[src/rtl/acc_flag_alu_pkg.sv]
package acc_flag_alu_pkg;

    localparam int DATA_W   = 8;
    localparam int STAT_W   = 8;
    localparam int HALF_POS = 4;

    // status byte bit positions
    localparam int CY_BIT = 7;
    localparam int AC_BIT = 6;
    localparam int F0_BIT = 5;
    localparam int BK_HI  = 4;
    localparam int BK_LO  = 3;
    localparam int OV_BIT = 2;
    localparam int UF_BIT = 1;
    localparam int P_BIT  = 0;

    typedef enum logic [1:0] {
        OP_ADD  = 2'b00,
        OP_ADDC = 2'b01,
        OP_SUBB = 2'b10,
        OP_NONE = 2'b11
    } alu_op_e;

    typedef struct packed {
        logic cy;
        logic ac;
        logic ov;
    } arith_flags_t;

    function automatic logic op_is_sub(alu_op_e op);
        return op == OP_SUBB;
    endfunction

    function automatic logic op_uses_carry(alu_op_e op);
        return (op == OP_ADDC) || (op == OP_SUBB);
    endfunction

endpackage

[src/rtl/acc_flag_alu_adder.sv]
module acc_flag_alu_adder
    import acc_flag_alu_pkg::*;
#(
    parameter int DW  = DATA_W,
    parameter int AUX = HALF_POS
) (
    input  logic [DW-1:0] a_i,
    input  logic [DW-1:0] b_i,
    input  logic          carry_i,
    input  alu_op_e       op_i,
    output logic [DW-1:0] sum_o,
    output arith_flags_t  flags_o
);

    localparam int MW = DW - 1 - AUX;

    logic          sub;
    logic          cin;
    logic [DW-1:0] bx;
    logic [AUX:0]  lo;
    logic [MW:0]   mid;
    logic [1:0]    tp;

    always_comb begin
        sub = op_is_sub(op_i);
        bx  = sub ? ~b_i : b_i;
        if (op_uses_carry(op_i)) begin
            cin = sub ? ~carry_i : carry_i;
        end else begin
            cin = sub;
        end
        // low segment up to the half-carry point
        lo  = {1'b0, a_i[AUX-1:0]} + {1'b0, bx[AUX-1:0]} + {{AUX{1'b0}}, cin};
        // middle segment up to the sign bit
        mid = {1'b0, a_i[DW-2:AUX]} + {1'b0, bx[DW-2:AUX]} + {{MW{1'b0}}, lo[AUX]};
        // sign bit alone, so carry in and carry out are both visible
        tp  = {1'b0, a_i[DW-1]} + {1'b0, bx[DW-1]} + {1'b0, mid[MW]};
        sum_o      = {tp[0], mid[MW-1:0], lo[AUX-1:0]};
        flags_o.cy = tp[1] ^ sub;
        flags_o.ac = lo[AUX] ^ sub;
        flags_o.ov = tp[1] ^ mid[MW];
    end

endmodule

[src/rtl/acc_flag_alu_parity.sv]
module acc_flag_alu_parity #(
    parameter int DW = 8
) (
    input  logic [DW-1:0] data_i,
    output logic          odd_o
);

    logic [DW:0] chain;

    assign chain[0] = 1'b0;

    for (genvar gi = 0; gi < DW; gi++) begin : g_xor
        assign chain[gi+1] = chain[gi] ^ data_i[gi];
    end

    assign odd_o = chain[DW];

endmodule

[src/rtl/acc_flag_alu_status.sv]
module acc_flag_alu_status
    import acc_flag_alu_pkg::*;
#(
    parameter int SW = STAT_W
) (
    input  logic          clk,
    input  logic          rst,
    input  logic          wr_en_i,
    input  logic [SW-1:0] wr_data_i,
    input  logic          upd_en_i,
    input  arith_flags_t  flags_i,
    input  logic          parity_i,
    output logic [SW-1:0] status_o
);

    logic [SW-1:1] st_q;
    logic          unused_wr_p;

    assign unused_wr_p = wr_data_i[P_BIT];

    always_ff @(posedge clk) begin
        if (rst) begin
            st_q <= '0;
        end else if (wr_en_i) begin
            st_q <= wr_data_i[SW-1:1];
        end else if (upd_en_i) begin
            st_q[CY_BIT] <= flags_i.cy;
            st_q[AC_BIT] <= flags_i.ac;
            st_q[OV_BIT] <= flags_i.ov;
        end
    end

    assign status_o = {st_q, parity_i};

endmodule

[src/rtl/acc_flag_alu.sv]
module acc_flag_alu
    import acc_flag_alu_pkg::*;
#(
    parameter int DW = DATA_W,
    parameter int SW = STAT_W
) (
    input  logic          clk,
    input  logic          rst,
    input  logic [DW-1:0] acc_i,
    input  logic [DW-1:0] opnd_i,
    input  logic          carry_i,
    input  logic [1:0]    op_i,
    input  logic          go_i,
    input  logic          wr_i,
    input  logic [SW-1:0] wr_data_i,
    output logic [DW-1:0] result_o,
    output logic [SW-1:0] status_o,
    output logic [1:0]    bank_o
);

    alu_op_e      op;
    logic [DW-1:0] sum;
    arith_flags_t flags;
    logic         par;
    logic         upd;

    assign op = alu_op_e'(op_i);

    acc_flag_alu_adder #(.DW(DW), .AUX(HALF_POS)) u_adder (
        .a_i     (acc_i),
        .b_i     (opnd_i),
        .carry_i (carry_i),
        .op_i    (op),
        .sum_o   (sum),
        .flags_o (flags)
    );

    acc_flag_alu_parity #(.DW(DW)) u_parity (
        .data_i (acc_i),
        .odd_o  (par)
    );

    assign upd = go_i && (op != OP_NONE);

    acc_flag_alu_status #(.SW(SW)) u_status (
        .clk       (clk),
        .rst       (rst),
        .wr_en_i   (wr_i),
        .wr_data_i (wr_data_i),
        .upd_en_i  (upd),
        .flags_i   (flags),
        .parity_i  (par),
        .status_o  (status_o)
    );

    assign result_o = (op == OP_NONE) ? acc_i : sum;
    assign bank_o   = status_o[BK_HI:BK_LO];

endmodule

[config.mk]
export PLATFORM = sky130hd
export DESIGN_NAME = acc_flag_alu
export DESIGN_NICKNAME = d
export VERILOG_FILES = /design/src/rtl/acc_flag_alu_pkg.sv /design/src/rtl/acc_flag_alu_adder.sv /design/src/rtl/acc_flag_alu_parity.sv /design/src/rtl/acc_flag_alu_status.sv /design/src/rtl/acc_flag_alu.sv
export SDC_FILE = /design/constraint.sdc
export NUM_CORES = 1
export LEC_CHECK = 0
export BUFFER_PORTS_ARGS = -buffer_cell sky130_fd_sc_hd__buf_2
export CORE_MARGIN = 1
export CORE_UTILIZATION = 25
export DETAILED_ROUTE_END_ITERATION = 6
export HOLD_SLACK_MARGIN = 0.15
export PLACE_DENSITY = 0.55
export SYNTH_ARGS = -nofsm -noshare
export SYNTH_HDL_FRONTEND = slang
export SYNTH_SLANG_ARGS = --single-unit
[constraint.sdc]
create_clock -name clk -period 3.4 [get_ports clk]
set_clock_uncertainty 0.1 [all_clocks]
set_input_delay 0.17 -clock clk [delete_from_list [all_inputs] [get_ports clk]]
set_output_delay 0.17 -clock clk [all_outputs]
set_load 0.02 [all_outputs]
=== After elaboration in Yosys (flattened, before gate mapping) ===
Index checks and enable logic that the tools add are counted.
W data, S select, Z words.

* Magnitude comparators: 0
* Add/sub/neg operators: 6
* Muxes and demuxes: 8
* Shift operators: 0
* Bitwise logic cells: 12
* Divide/modulo/power cells: 0
* Multipliers: 0
* Equality and inequality tests: 4
* Reduce and logical (&&, ||, !) cells: 3

{| class="wikitable"
|+ Operators by type and width
! kind !! count
|-
| $mux W8 || 2
|-
| $xor A1 B1 Y1 || 10
|-
| $not A8 Y8 || 1
|-
| $add A4 B4 Y5 || 1
|-
| $add A5 B1 Y5 || 1
|-
| $add A3 B3 Y4 || 1
|-
| $add A4 B1 Y4 || 1
|-
| $eq A2 B2 Y1 const B || 2
|-
| $mux W1 || 4
|-
| $mux W2 || 2
|-
| $add A1 B1 Y2 || 1
|-
| $add A2 B1 Y2 || 1
|-
| $eq A2 B1 Y1 const B || 1
|-
| $ne A2 B2 Y1 const B || 1
|-
| $reduce_bool A2 Y1 || 1
|-
| $logic_and A1 B1 Y1 || 1
|-
| $logic_or A1 B1 Y1 || 1
|-
| $not A1 Y1 || 1
|}

* Bits in read-only memories: 0
* Memory bits (writable): 0
* Input bits: 31
* Bits in latches: 0
* Word-level logic and storage cells: 35
* Register bits after elaboration: 7
* Memories: 0

=== Logic depth before layout (Yosys ltp) ===
* Word-level depth: 9
* Depth in mapped cells: 15
* Mapped depth without buffers: 15

=== Cells and area by module ===
Synthesis repeated with hierarchy kept, for this count alone.

* Cells, all modules: 91
* Area, all modules: 865.8 µm²

{| class="wikitable"
|+ By module, submodules not included
! module !! sequential area each (µm²) !! cells an instance !! times used !! area each (µm²)
|-
| acc_flag_alu_adder || 0.0 || 45 || 1 || 402.9
|-
| acc_flag_alu_status || 140.1 || 27 || 1 || 282.8
|-
| acc_flag_alu || 0.0 || 12 || 1 || 118.9
|-
| acc_flag_alu_parity || 0.0 || 7 || 1 || 61.3
|}

=== Worst setup path after synthesis ===
OpenSTA, ideal clock, no wires.

* Path kind: input to output
* Start: in op_i[0]
* End: out result_o[7]
* Data required time: 3.130 ns
* Path slack: -0.311 ns
* Stages: 13
* Arrival time: 3.441 ns
* Path through: inv_1 > ha_1 > buf_2 > xnor2_1 > fa_1 > fa_1 > nand2b_1 > o2bb2ai_1 > fa_1 > inv_1 > a31oi_4 > fa_1 > o21ai_0

* Longest elaborated chain between the ends: 7
* Elaborated cells between the ends (all ways): 14
* Those cells by class: add/sub (6); eq/ne (3); mux (4); reduce/logical (1)

{| class="wikitable"
|+ RTL lines
! element !! RTL line !! RTL
|-
| start, declared || acc_flag_alu.sv:12 || <nowiki>input logic [1:0] op_i,</nowiki>
|-
| $eq A2 B2 Y1 or $eq A2 B1 Y1 (tied branches) || acc_flag_alu_pkg.sv:31, acc_flag_alu_pkg.sv:35 ||
|-
| $mux W8, or another cell as far along || acc_flag_alu_adder.sv:26 || <nowiki>bx = sub ? ~b_i : b_i;</nowiki>
|-
| $add A4 B4 Y5 or $mux W1 (tied branches) || acc_flag_alu_adder.sv:33, acc_flag_alu_adder.sv:27 ||
|-
| $add A5 B1 Y5 || acc_flag_alu_adder.sv:33 || <nowiki>lo = {1'b0, a_i[AUX-1:0]} + {1'b0, bx[AUX-1:0]} + {{AUX{1'b0}}, cin};</nowiki>
|-
| $add A4 B1 Y4 || acc_flag_alu_adder.sv:35 || <nowiki>mid = {1'b0, a_i[DW-2:AUX]} + {1'b0, bx[DW-2:AUX]} + {{MW{1'b0}}, lo[AUX]};</nowiki>
|-
| $add A2 B1 Y2 || acc_flag_alu_adder.sv:37 || <nowiki>tp = {1'b0, a_i[DW-1]} + {1'b0, bx[DW-1]} + {1'b0, mid[MW]};</nowiki>
|-
| $mux W8 (*) || acc_flag_alu.sv:56 || <nowiki>assign result_o = (op == OP_NONE) ? acc_i : sum;</nowiki>
|-
| end, declared || acc_flag_alu.sv:16 || <nowiki>output logic [DW-1:0] result_o,</nowiki>
|}

Mark *: on every way between the ends. The rest lies on a longest branch, timed or not.

=== Worst setup path after layout ===
Same ends and word-level chain as after synthesis.

==> impl_results.md <==
- Worst-path clk slew: 0.06 ns
- Worst hold start: wr_data_i[6]
- Grt ovf: 0
- Period utilisation layout: about 98%
- 1st-pass router iterations: 5
- Slowest stage delay, CP: 0.58 ns
- CP Data Arrival Time: 3.05 ns
- Yosys top cell area share: 16.0%
- Actual slew at the worst max-slew pin: 0.578 ns
- Hold Path Depth: 4
- F_max: 302 MHz
- Io pins: 49
- Syn avg cell area: 8.94 um^2
- Clk_lat worst skew: 0.27 ns
- # rows: 21
- Synth area leader: dfxtp_1
- Crit path time final: 3.32 ns
- Max reg flops: 7
- Highest-delay cell along the critical path: fa_2
- Status: complete, no violations
- Global placer's final weighted congestion: 0.726
- CP startpoint: op_i[0]
- Clk sink count: 7
- Antenna violations before repair: 0
- Syn_nets: 141
- Synthesis-stage register bit count: 7
- Crit. End Element: primary output
- PnR worst setup slack: 0.0846 ns
- Dominant cells by area after synthesis: dfxtp_1, xnor2_1, fa_1, ha_1, xor2_1
- Layout Nets: 206
- Layout overhead on the synthesized area: 62.3%
- Worst path cell trace: buf_8, inv_4, ha_4, nor2b_4, xnor2_2, fa_2, fa_2, nand2b_4, o2bb2ai_4, fa_2, inv_2, a31oi_4, fa_2, o21ai_2, buf_6
- Clock root cell: clkbuf_4
- Yosys warns: 0
- Levels on crit path: 15
- Pin count of the biggest net entering global routing: 16
- Routed Antenna Nets: 0
- DRT iter0 DRCs: 45
- Vias per inst: 4.29
- Wire per inst: approximately 11 um
- Die width: 61.2 um
- CP required: ~3.1 ns
- Reg2Reg Depth: 3
- Diodes inserted: 0
- RSZ-0062 raised after global routing: true
- CTS H-tree depth: 1
- DRC Markers: 0
- Util after Layout: 42.6%
- Chip Height: 61.2 um
- WL final: 2280 um
- Placement Setup Slack: -0.172 ns
- Worst vdd ir: 143 uV
- First-pass GRT wire length: 3650 um
- Setup Crit Path Kind: in -> out
- Post-Syn Instances: 98
- HP Class: in -> reg
- Crit path max fanout: 2
- Setup violators final: 0
- PortBufs: 47
- Leakage power: about 0.7 nW
- Yosys cell types: 26
- Die ar.: 3740 um^2
- Most flops, register: u_status.st_q
- Rel. slew slack: 61.5%
- Hold slack: 0.147 ns
- Post-synthesis instance area: 876 um^2
- Starting Density: 26.2%
- Critical path's most frequent cell: fa_2
- Worst-case clock buffer depth: 2
- Count of pins over their slew limit: 0
- Top Registers: u_status.st_q: 7 flops
- Core area: 3340 um^2
- Via count: 892
- CTS tree: built
- Kind of cell adding the most delay to the critical path: adder cells
- Number of global-route vias before repair: 906
- Critical R2R Launch: u_status.st_q[3]$_SDFFE_PP0P_
- Seq/Total Area, Yosys: 16.0%
- Share of post-route cells with drive strength above 1: 45.1%
- Startpoint types: input pin
- Total CTS buffers: 3
- Max Cap Violations: 0
- Final Hold Viols: 0
- Dpl hpwl: 1720 um
- CP bufs+invs: 4
- GRT Util Overall: 13.1%
- PD cells: 336 nW/um^2
==> worst register-to-register path, cell delays in order (launching register included) <==
cell	delay (ns)
dfxtp_1	0.32
mux2i_1	0.16
nor2_1	0.06
dlygate4sd3_1	0.55
==> path summary, 6_finish.rpt <==
kind | end | slack, ns
hold reg to reg | u_status.st_q[7]$_SDFFE_PP0P_ | 0.46
setup / recovery | result_o[7] | 0.08
hold / removal | u_status.st_q[6]$_SDFFE_PP0P_ | 0.15
setup reg to reg | u_status.st_q[3]$_SDFFE_PP0P_ | 2.09
==> metal layers <==
layer  wire, um  vias to the layer above  GRT usage [%]  part of all wire (%)
met2       1270                       23           25.2                    56
met5          0                        -              0                     0
met3         98                        2           3.78                   4.3
li1           -                      450              -                     -
met1        894                      417           14.0                    39
met4          9                        0           3.25                  0.40
==> synth_stat cells (all sizes together) <==
library cell	number
dfxtp	7
nor2	7
buf	5
o31a	1
a2111oi	1
nand2	6
fa	5
ha	7
a21oi	1
xnor2	14
nor2b	4
o21a	2
o21ai	4
a21o	1
o31ai	1
a31oi	1
xor2	7
mux2i	6
clkbuf	1
mux2	1
o2bb2ai	1
a221oi	2
inv	9
nand2b	2
nor3	2
==> layout make-up <==
| class | count | area (um^2) |
|---|---|---|
| tap | 46 | 57.6 |
| inverter | 9 | 36.3 |
| timing repair buffer | 66 | 428 |
| multi-input combinational | 76 | 733 |
| fill | 338 | 1920 |
| sequential | 7 | 140 |
| clock buffer | 4 | 26.3 |
==> kinds of logic after synthesis <==
logic type      after synthesis  share of synthesized area [%]
mux                           7                           8.14
flops                         7                           16.0
simple gates                 21                           11.0
compound gates               15                           14.4
buf+inv                      15                           8.00
fa+ha+maj                    12                           21.4
xor+xnor                     21                           21.0
==> through the flow <==
stage / setup TNS, ns / cell area [um^2] / cells / total power, mW
after floorplan: 0 / 893 / 98 / 0.282
after global placement: -0.367 / 1200 / 192 / 0.357
after detailed placement: -0.508 / 1200 / 192 / 0.364
after CTS: -0.0116 / 1410 / 207 / 0.481
after global routing: -0.00665 / 1420 / 208 / 0.515
final: 0 / 1420 / 208 / 0.478
==> cells in the final DEF, fill, tap and decap left out, types with 2 or more instances in the layout <==
cell type	synthesis	final
mux2i_1	6	6
clkbuf_4	0	3
xor2_1	7	7
dlygate4sd3_1	0	11
fa_2	0	4
nor2_1	7	7
inv_1	9	7
nand2_1	6	6
a221oi_1	2	2
dfxtp_1	7	7
buf_2	2	44
nor2b_1	4	3
nor3_1	2	2
buf_4	3	8
ha_1	7	6
o21a_1	2	2
xnor2_1	14	13
buf_6	0	2
o21ai_0	4	3
==> power breakdown <==
part / internal (mW) / switching [mW] / leakage, nW
logic: 0.147 / 0.157 / 0.617
clock network: 0.0452 / 0.0374 / 0.0150
registers: 0.0883 / 0.00339 / 0.0581
==> timing repair <==
action                                  4_1_cts  5_1_grt
hold buffers                                 11        0
hold endpoints to repair                      6        0
resized for setup                            15        0
endpoints found under the setup margin        2        2
pin swaps                                     8        6
buffers inserted                              0        1
No activity file was read; power rests on OpenSTA's default activity.
